## src/rtl/uqc_pkg.sv

```systemverilog
package uqc_pkg;
  localparam int CFG_W      = 6;
  localparam int CFG_QEN    = 0;
  localparam int CFG_RXCLR  = 1;
  localparam int CFG_TXCLR  = 2;
  localparam int CFG_DMAEN  = 3;
  localparam int CFG_TRIG_LO = 4;

  typedef enum logic [1:0] {
    TRIG_1  = 2'd0,
    TRIG_4  = 2'd1,
    TRIG_8  = 2'd2,
    TRIG_14 = 2'd3
  } trig_e;

  function automatic logic [4:0] trig_level(input trig_e code);
    case (code)
      TRIG_1:  trig_level = 5'd1;
      TRIG_4:  trig_level = 5'd4;
      TRIG_8:  trig_level = 5'd8;
      default: trig_level = 5'd14;
    endcase
  endfunction
endpackage

```

## src/rtl/uqc_fifo.sv

```systemverilog
module uqc_fifo #(
  parameter int W     = 8,
  parameter int DEPTH = 16,
  localparam int AW   = $clog2(DEPTH),
  localparam int CW   = $clog2(DEPTH + 1)
) (
  input  logic          clk,
  input  logic          rst,
  input  logic          deep,
  input  logic          clr,
  input  logic          push,
  input  logic [W-1:0]  push_data,
  input  logic          pop,
  output logic [W-1:0]  pop_data,
  output logic [CW-1:0] count,
  output logic          overrun
);
  logic [W-1:0]  mem [DEPTH];
  logic [AW-1:0] wptr, rptr;
  logic [CW-1:0] cap;
  logic          do_push, do_pop;

  assign cap     = deep ? CW'(DEPTH) : CW'(1);
  assign do_push = push & ~clr & (count < cap);
  assign do_pop  = pop & ~clr & (count != '0);

  function automatic logic [AW-1:0] bump(input logic [AW-1:0] p);
    bump = (p == AW'(DEPTH - 1)) ? '0 : p + 1'b1;
  endfunction

  always_ff @(posedge clk) begin
    if (do_push) mem[wptr] <= push_data;
  end

  always_ff @(posedge clk) begin
    if (rst)         pop_data <= '0;
    else if (do_pop) pop_data <= mem[rptr];
    else if (pop)    pop_data <= '0;
  end

  always_ff @(posedge clk) begin
    if (rst || clr) begin
      wptr  <= '0;
      rptr  <= '0;
      count <= '0;
    end else begin
      if (do_push) wptr <= bump(wptr);
      if (do_pop)  rptr <= bump(rptr);
      case ({do_push, do_pop})
        2'b10:   count <= count + 1'b1;
        2'b01:   count <= count - 1'b1;
        default: count <= count;
      endcase
    end
  end

  always_ff @(posedge clk) begin
    if (rst || clr)                          overrun <= 1'b0;
    else if (push && !(count < cap))         overrun <= 1'b1;
  end
endmodule

```

## src/rtl/uqc_trigger.sv

```systemverilog
module uqc_trigger
  import uqc_pkg::*;
#(
  parameter int CW = 5
) (
  input  logic          clk,
  input  logic          rst,
  input  logic [CW-1:0] rx_count,
  input  logic [CW-1:0] tx_count,
  input  logic          rx_deep,
  input  logic          tx_deep,
  input  trig_e         trig,
  input  logic          dma_en,
  output logic          rx_irq,
  output logic          rx_dma_req,
  output logic          tx_dma_req
);
  logic [CW-1:0] level;
  logic          rx_hit, tx_hit;

  assign level  = CW'(trig_level(trig));
  assign rx_hit = rx_deep ? (rx_count >= level) : (rx_count != '0);
  assign tx_hit = tx_deep ? (tx_count <= level) : (tx_count == '0);

  always_ff @(posedge clk) begin
    if (rst) begin
      rx_irq     <= 1'b0;
      rx_dma_req <= 1'b0;
      tx_dma_req <= 1'b0;
    end else begin
      rx_irq     <= rx_hit;
      rx_dma_req <= rx_hit & dma_en;
      tx_dma_req <= tx_hit & dma_en;
    end
  end
endmodule

```

## src/rtl/uart_queue_ctrl.sv

```systemverilog
module uart_queue_ctrl
  import uqc_pkg::*;
#(
  parameter int DATA_W = 8,
  parameter int ERR_W  = 3,
  parameter int DEPTH  = 16,
  localparam int CW    = $clog2(DEPTH + 1)
) (
  input  logic              clk,
  input  logic              rst,
  input  logic              cfg_we,
  input  logic [CFG_W-1:0]  cfg_wdata,
  input  logic              mdm_we,
  input  logic              mdm_wdata,
  input  logic              tx_push,
  input  logic [DATA_W-1:0] tx_push_data,
  input  logic              tx_pop,
  output logic [DATA_W-1:0] tx_pop_data,
  input  logic              rx_push,
  input  logic [DATA_W-1:0] rx_push_data,
  input  logic [ERR_W-1:0]  rx_push_err,
  input  logic              rx_pop,
  output logic [DATA_W-1:0] rx_pop_data,
  output logic [ERR_W-1:0]  rx_pop_err,
  output logic [CW-1:0]     tx_count,
  output logic [CW-1:0]     rx_count,
  output logic              tx_overrun,
  output logic              rx_overrun,
  output logic              rx_irq,
  output logic              rx_dma_req,
  output logic              tx_dma_req
);
  logic  qen_q, dma_q, mdm_q;
  trig_e trig_q;
  logic  rx_clr, tx_clr, rx_deep;

  always_ff @(posedge clk) begin
    if (rst) begin
      qen_q  <= 1'b0;
      dma_q  <= 1'b0;
      trig_q <= TRIG_1;
      mdm_q  <= 1'b0;
    end else begin
      if (cfg_we) begin
        qen_q  <= cfg_wdata[CFG_QEN];
        dma_q  <= cfg_wdata[CFG_DMAEN];
        trig_q <= trig_e'(cfg_wdata[CFG_TRIG_LO +: 2]);
      end
      if (mdm_we) mdm_q <= mdm_wdata;
    end
  end

  assign rx_clr  = cfg_we & cfg_wdata[CFG_QEN] & cfg_wdata[CFG_RXCLR];
  assign tx_clr  = cfg_we & cfg_wdata[CFG_QEN] & cfg_wdata[CFG_TXCLR];
  assign rx_deep = qen_q & ~mdm_q;

  uqc_fifo #(.W(DATA_W), .DEPTH(DEPTH)) tx_q_i (
    .clk(clk), .rst(rst), .deep(qen_q), .clr(tx_clr),
    .push(tx_push), .push_data(tx_push_data),
    .pop(tx_pop), .pop_data(tx_pop_data),
    .count(tx_count), .overrun(tx_overrun)
  );

  uqc_fifo #(.W(DATA_W + ERR_W), .DEPTH(DEPTH)) rx_q_i (
    .clk(clk), .rst(rst), .deep(rx_deep), .clr(rx_clr),
    .push(rx_push), .push_data({rx_push_err, rx_push_data}),
    .pop(rx_pop), .pop_data({rx_pop_err, rx_pop_data}),
    .count(rx_count), .overrun(rx_overrun)
  );

  uqc_trigger #(.CW(CW)) trig_i (
    .clk(clk), .rst(rst),
    .rx_count(rx_count), .tx_count(tx_count),
    .rx_deep(rx_deep), .tx_deep(qen_q),
    .trig(trig_q), .dma_en(dma_q),
    .rx_irq(rx_irq), .rx_dma_req(rx_dma_req), .tx_dma_req(tx_dma_req)
  );
endmodule

```

## config.mk

```make
export PLATFORM = sky130hd
export DESIGN_NAME = uart_queue_ctrl
export DESIGN_NICKNAME = d
export VERILOG_FILES = /design/src/rtl/uqc_pkg.sv /design/src/rtl/uqc_fifo.sv /design/src/rtl/uqc_trigger.sv /design/src/rtl/uart_queue_ctrl.sv
export SDC_FILE = /design/constraint.sdc
export NUM_CORES = 1
export LEC_CHECK = 0
export CORE_MARGIN = 5
export CORE_UTILIZATION = 50
export CTS_BUF_LIST = sky130_fd_sc_hd__clkbuf_8
export DETAILED_ROUTE_END_ITERATION = 7
export PLACE_DENSITY = 0.71
export SYNTH_ARGS = -nofsm -noshare
export SYNTH_HDL_FRONTEND = slang
export SYNTH_SLANG_ARGS = --single-unit
export TNS_END_PERCENT = 50
```

## constraint.sdc

```tcl
create_clock -name clk -period 3.5 [get_ports clk]
set_clock_uncertainty 0.2 [all_clocks]
set_input_delay 0.525 -clock clk [delete_from_list [all_inputs] [get_ports clk]]
set_output_delay 0.525 -clock clk [all_outputs]
set_load 0.02 [all_outputs]
```

==> results of run 1 <==
area by class of cell:
| cell class | instances | area, µm² | area share |
|---|---|---|---|
| Inverter | 20 | 75.1 | 0.00436 |
| Clock inverter | 41 | 260 | 0.0151 |
| Tap cell | 384 | 480 | 0.0279 |
| Timing Repair Buffer | 116 | 1080 | 0.0626 |
| Multi-Input combinational cell | 380 | 4010 | 0.233 |
| Sequential cell | 367 | 10400 | 0.604 |
| Clock buffer | 66 | 908 | 0.0528 |
cell usage after synthesis (3+ instances only):
cell type,count
a21o_1,3
a21oi_1,22
a221o_1,11
a22oi_1,9
a31oi_1,3
and3_1,24
buf_1,3
buf_2,15
clkbuf_1,19
dfxtp_1,63
edfxtp_1,304
ha_1,27
inv_1,19
mux2_2,19
mux2i_1,29
mux4_2,76
nand2_1,16
nand2b_1,6
nand3_1,9
nor2_1,43
nor2b_1,3
nor3_1,11
o21ai_0,15
or3_1,3
xnor2_1,4
xor2_1,8
layout by cell type, fill, tap and decap left out, drive strengths merged, types with 22 or more instances in the layout:
master,netlist,final
a21oi,22,22
and3,24,24
buf,20,49
clkbuf,19,66
clkdlybuf4s50,0,67
dfxtp,63,63
edfxtp,304,304
ha,27,27
inv,20,51
mux2i,29,29
mux4,76,76
nor2,43,43
power by group:
group	leakage (µW)	internal [µW]	total (µW)	switching, µW
clock	0.000705	1950	3530	1590
combinational	0.00188	981	1990	1010
sequential	0.00325	4960	5110	148
total	0.00584	7880	10600	2750
per-stage QoR:
step / total power [µW] / cell area [µm²] / setup slack, ns / hold slack (ns) / cells
after floorplan: 6520 / 14600 / 0.0265 / 0.247 / 806
final: 10600 / 17200 / 0.218 / 0.284 / 1374
after detailed placement: 7200 / 16000 / 0.0249 / 0.272 / 1267
after global placement: 7170 / 16000 / 0.0784 / 0.255 / 1267
after global routing: 11100 / 17200 / 0.104 / 0.306 / 1374
after CTS: 10800 / 17200 / 0.236 / 0.291 / 1374
state kept, by name, indices dropped and copies added, names as in the netlist, named ones only:
register and count:
mdm_q 1, tx_q_i.pop_data 8, rx_q_i.mem 176, tx_q_i.rptr 4, tx_q_i.overrun 1, trig_i.rx_irq 1
rx_q_i.rptr 4, trig_i.tx_dma_req 1, rx_q_i.wptr 4, qen_q 1, trig_q 2, tx_q_i.count 5
rx_q_i.pop_data 11, dma_q 1, trig_i.rx_dma_req 1, tx_q_i.wptr 4, rx_q_i.count 5, tx_q_i.mem 128
rx_q_i.overrun 1
logic make-up (layout without fill, tap and decap cells):
family          count (synthesis)  in the layout  synth area share
xor+xnor                       12             12           0.00719
simple gates                  131            131            0.0468
flops                         367            367             0.711
fa+ha+maj                      28             28            0.0245
mux                           124            124             0.152
compound gates                 85             85            0.0420
buf+inv                        59            243            0.0172
critical path: cells and delay by family (launching register included):
kind / cells / cell delay [ns]
and+or+nand+nor: 3 / 1.13
adders and majority gates: 2 / 0.71
AOI/OAI and AO/OA: 4 / 0.66
DFF: 1 / 0.38
xor gates and xnor gates: 1 / 0.09
buffers and inverters: 1 / 0.05
per-layer routing:
metal | wire (µm) | GRT usage | vias up
met5 | 13 | 0 | -
met2 | 14900 | 0.302 | 184
met3 | 1480 | 0.0348 | 43
met4 | 520 | 0.0432 | 2
li1 | - | - | 3504
met1 | 12000 | 0.230 | 3855
how the worst min path moves through the flow:
stage	cells past startpoint	endpoint	from	slack, ns
5_1_grt	2	trig_i.rx_dma_req$_SDFF_PP0_	dma_q$_SDFFE_PP0P_	0.31
4_1_cts	2	tx_q_i.overrun$_SDFFE_PP0P_	tx_q_i.overrun$_SDFFE_PP0P_	0.29
3_5_place_dp	2	rx_q_i.overrun$_SDFFE_PP0P_	rx_q_i.overrun$_SDFFE_PP0P_	0.27
3_3_place_gp	2	rx_q_i.overrun$_SDFFE_PP0P_	rx_q_i.overrun$_SDFFE_PP0P_	0.25
6_report	2	trig_i.rx_dma_req$_SDFF_PP0_	dma_q$_SDFFE_PP0P_	0.28
2_1_floorplan	2	trig_i.rx_dma_req$_SDFF_PP0_	dma_q$_SDFFE_PP0P_	0.25
==> run metrics, run 1 <==
Max-Cap Viols 0; Top cell by count, worst path a21oi_1; VDD IR-drop max 448 µV; vias per inst between 5 and 6; Placeable Area 28800 µm²; Final Util 0.598; Die H approximately 180 µm; Mapped Avg Cell Area between 15 and 20 µm²; First-pass DRT Iterations 5; CP Cell Sequence or4_4 > o21ai_2 > and4b_1 > inv_1 > ha_1 > fa_1 > a21o_1 > a21oi_1 > xor2_1 > or3_1 > a21oi_1; FF-to-FF setup slack 0.22 ns; first-pass GRT wire length 44600 µm; result of the run complete, no violations; Mapped Cells around 810; die width 181 µm; Post-Syn Area 14600 µm²; synth warn 0; Hold-fix buffers, CTS 0; worst-path fanout max 6; PD cells 618 nW/µm²; gpl congestion approximately 0.77; Die Footprint 32800 µm²; largest net degree at the start of global routing 27; Leak 0.00584 µW; flops & latches, synth 367; Starting DRT DRC Count 605; Overflow after GRT 0; CTS Buf Count 57; r2r worst-path depth 11; vias in the first global route 7785; Clk Latency, worst-skew pair ~0.60 ns; Synth area leaders edfxtp_1 (62%), mux4_2 (12%), dfxtp_1 (8.6%); TritonCTS clock tree yes; Setup crit start tx_q_i.count[0]$_SDFFE_PP0P_; setup_tns 0 ns; slowest cell on the critical path or4_4; io pins 68; register area share after synthesis 0.711; CTS resizes 0; Routed Antenna Nets 0; DR DRC count 0; Clock Tree Buf Depth 3; Final Hold Viols 0; Port Buffers 67; Slew Limit Headroom 0.275; Clock transition at path regs about 0.060 ns; maximum clock frequency a little over 0.3 GHz; Total GRT Usage 0.175; initial antenna violation count 1; Final #Nets ~1000; via count roughly 7600; Post-synth EDFFs 304; RSZ-0062 raised after global routing no; Root Buffer clkbuf_8; reg2reg end tx_q_i.count[4]$_SDFFE_PP0P_; final setup violating endpoints 0; count of different cell masters after synthesis a little under 60; Worst EP required 3.82 ns; Tmin final between 3 and 4 ns; filler instances 2089; CTS Sinks 367; Antenna Cells 0; Yosys top cell by area edfxtp_1; wire per inst 21.0 µm; fin crit share 0.938; FP Rows a little over 60; post-synth top area share 0.624; Initial Util 0.508; Area Growth Syn to Fin 17.7%; total wire length 28900 µm; CP Class reg -> reg; r2r startpoint tx_q_i.count[0]$_SDFFE_PP0P_; CP Capture Type flip-flop; DP Wirelength approximately 19000 µm; type of element launching the critical path flip-flop; Synth Flop Type edfxtp_1; Critical Path AT 3.60 ns; class of the worst hold path reg -> reg; post-CTS setup buffers 0; measured slew at the worst slew-check pin 1.08 ns; Syn Nets 868; Pins Over Slew Limit 0; asr flop ratio synth 0; layout cells sized above 1 0.245; crit path to tx_q_i.count[4]$_SDFFE_PP0P_; max incr delay on CP between 0.5 and 0.6 ns; H-Tree Level Count 2
(Power assumes the default switching activity.)
==> inputs of run 2 (changes only) <==
- HOLD_SLACK_MARGIN: default -> 0.02
==> results of run 2 <==
No change in the layout: final DEF, timing and power equal those of run 1.
==> inputs of run 3 (changes only) <==
- SYNTH_HIERARCHICAL: default -> 1
==> run 3 against run 2 <==
Via count grew 4.3%. Worst setup slack gained 0.082 ns. Global-route usage shrank 0.082 points. Fmax grew 2.6%. Highest routed layer is now met4. Largest power group unchanged. Clock power shrank 1%. Register-to-register slack gained 0.08 ns. Critical path type unchanged.
==> run metrics, run 3 <==
result of the run complete, no violations; dpl ws 0.0648 ns (+0.0399 ns); largest net degree at the start of global routing 33 (+22%); count of different cell masters after synthesis 59 (unchanged); via count 7911 (+4.3%); Hold-fix buffers, CTS 0 (unchanged); most frequent cells in the layout edfxtp_1 (304), mux4_2 (76), clkdlybuf4s50_1 (67), dfxtp_1 (60), buf_4 (59); RSZ-0062 raised after global routing no; design area 17400 µm² (+1.4%); total wire length 28600 µm (-0.87%); Synth area leaders edfxtp_1 (62%), mux4_2 (12%), dfxtp_1 (8.5%); CP Cell Sequence or4_1 > o21a_4 > nor2_2 > inv_1 > ha_1 > xor2_1 > ha_1 > a21oi_1 > or3b_2 > a31oi_1 > mux2i_1; FP Rows 63 (+1.6%); asr flop ratio synth 0 (unchanged); Port Buffers 67 (unchanged); Die Footprint 33200 µm² (+1.4%); Clock transition at path regs 0.07 ns (about the same); Worst Path Buf+Inv 1 (unchanged); layout cells sized above 1 0.257 (+0.0116); synth warn 6 (+6); Post-synth EDFFs 304 (unchanged); filler instances 2186 (+4.6%); Tmin final 3.20 ns (-0.0823 ns); initial antenna violation count 0 (-1); final setup violating endpoints 0 (unchanged); DR DRC count 0 (unchanged); Clk Latency, worst-skew pair 0.58 ns (-0.02 ns); wire per inst 20.2 µm (-3.9%); DP Wirelength 18200 µm (-1.9%); Starting DRT DRC Count 622 (+2.8%); die width 182 µm (+0.70%); Hold WS 0.248 ns (-0.0358 ns); type of element launching the critical path flip-flop; Placeable Area 29500 µm² (+2.4%); met1 Use GR 0.250 (+0.0208); top-count cell post-synth edfxtp_1; Synth Flop Type edfxtp_1; GRT Max-Usage Layer met2; fin crit share 0.914 (-0.0235); GRT met3 Usage 0.0327 (-0.00210); M2 GR Usage 0.279 (-0.0226); CP Class reg -> reg; class of the worst hold path reg -> reg; Slew Limit Headroom 0.367 (+0.0921); io pins 68 (unchanged); post-synth top area share 0.615 (-0.00916); slowest cell on the critical path or4_1; register area share after synthesis 0.700 (-0.0104); Yosys top cell by area edfxtp_1; Total GRT Usage 0.174 (-0.000823); largest registers rx_q_i/mem: 176 flops, tx_q_i/mem: 128 flops, rx_q_i/pop_data: 11 flops; Area Growth Syn to Fin 17.5%; top cells by count, synth edfxtp_1 (304), mux4_2 (76), dfxtp_1 (63), nor2_1 (53), mux2i_1 (30); vias in the first global route 8315 (+6.8%); CTS Buf Count 56 (-1.8%); Final Hold Viols 0 (unchanged); Max-Cap Viols 0 (unchanged); Clock Tree Buf Depth 3 (unchanged); final worst slack 0.300 ns (+0.0823 ns); Syn Nets 894 (+3.0%); flops & latches, synth 367 (unchanged); CP Capture Type flip-flop; commonest non-fill, non-tap cell in the layout edfxtp_1; Pins Over Slew Limit 0 (unchanged); H-Tree Level Count 2 (unchanged); Post-Syn Area 14800 µm² (+1.5%); max incr delay on CP 0.66 ns (+0.07 ns); Critical Path AT 3.51 ns (-0.09 ns); placed cell area 16300 µm² (+1.7%); CTS Sinks 367 (unchanged); Worst EP required 3.81 ns (about the same); post-CTS setup buffers 0 (unchanged); vias per inst 5.58 (+1.1%); Biggest register rx_q_i/mem; CTS resizes 0 (unchanged); gpl congestion 0.786 (+2.1%); Crit path max-delay family simple AND/OR/NAND/NOR gates; First-pass DRT Iterations 4 (-1); Mapped Cells 834 (+3.5%); max reg flops 176 (unchanged); Initial Util 0.503 (-0.00469); Overflow after GRT 0 (unchanged); VDD IR-drop max 440 µV (-1.9%); first-pass GRT wire length 45700 µm (+2.5%); Antenna Cells 0 (unchanged); Final #Nets 1041 (+3.7%); Root Buffer clkbuf_8; TritonCTS clock tree yes; Die H 182 µm (+0.70%); worst-path fanout max 7 (+1); maximum clock frequency 0.313 GHz (+2.6%); Routed Antenna Nets 0 (unchanged); Top cell by count, worst path ha_1; PD cells 633 nW/µm² (+2.4%); Mapped Avg Cell Area 17.8 µm² (-1.9%); measured slew at the worst slew-check pin 0.945 ns (-0.134 ns); Leak 0.00583 µW (-0.19%); PnR Total Power 11000 µW (+3.8%)
==> run 3: area by class of cell <==
type	count	area (µm²)	area share
clock inverters	46	334	0.0192
repair buffers	127	1130	0.0650
clock buffers	58	798	0.0458
well taps	390	488	0.0280
flip-flops and latches	367	10400	0.596
inverters	26	97.6	0.00560
multi-input cells	403	4190	0.240
==> run 3: power breakdown <==
group,total [µW],internal [µW],switching (µW)
Sequential,5160,5000,157
Clock,3490,1860,1630
Combinational,2380,1150,1230
Total,11000,8020,3020
==> run 3: kinds of logic (layout without fill, tap and decap cells) <==
kind of cell             after synthesis  after routing  synth area share
buffers and inverters                 64            257            0.0186
AO/OA/AOI/OAI                         88             88            0.0449
adder cells (fa/ha/maj)               26             26            0.0219
flip-flops                           367            367             0.700
multiplexers                         125            125             0.150
AND/OR/NAND/NOR                      155            155            0.0589
XOR/XNOR                               9              9           0.00531
==> run 3: worst paths after layout <==
kind                                                    from                           end  slack (ns)  depth (start not counted)
worst max-delay path            tx_q_i/count[1]$_SDFFE_PP0P_  tx_q_i/count[4]$_SDFFE_PP0P_        0.30                         11
worst min-delay path             tx_q_i/overrun$_SDFFE_PP0P_   tx_q_i/overrun$_SDFFE_PP0P_        0.25                          2
worst max register to register  tx_q_i/count[1]$_SDFFE_PP0P_  tx_q_i/count[4]$_SDFFE_PP0P_        0.30                         11
worst min register to register   tx_q_i/overrun$_SDFFE_PP0P_   tx_q_i/overrun$_SDFFE_PP0P_        0.25                          2
==> run 3: routing by layer <==
| metal | vias up | wire (µm) |
|---|---|---|
| met1 | 3999 | 12700 |
| met2 | 223 | 13900 |
| met4 | 0 | 339 |
| li1 | 3656 | - |
| met5 | - | 0 |
| met3 | 33 | 1630 |
==> run 3: metrics by stage <==
step	util	TNS (ns)	instances
5_1_grt	0.591	0	1417
3_5_place_dp	0.553	0	1313
2_1_floorplan	-	-0.0351	834
3_3_place_gp	0.553	0	1313
4_1_cts	0.591	0	1417
6_report	0.591	0	1417
==> run 3: worst register-to-register path, cell delays in order, from the launching register on <==
cell and delay [ns]:
dfxtp_1 0.31, or4_1 0.66, o21a_4 0.28, nor2_2 0.12
inv_1 0.06, ha_1 0.22, xor2_1 0.15, ha_1 0.23
a21oi_1 0.08, or3b_2 0.43, a31oi_1 0.21, mux2i_1 0.19
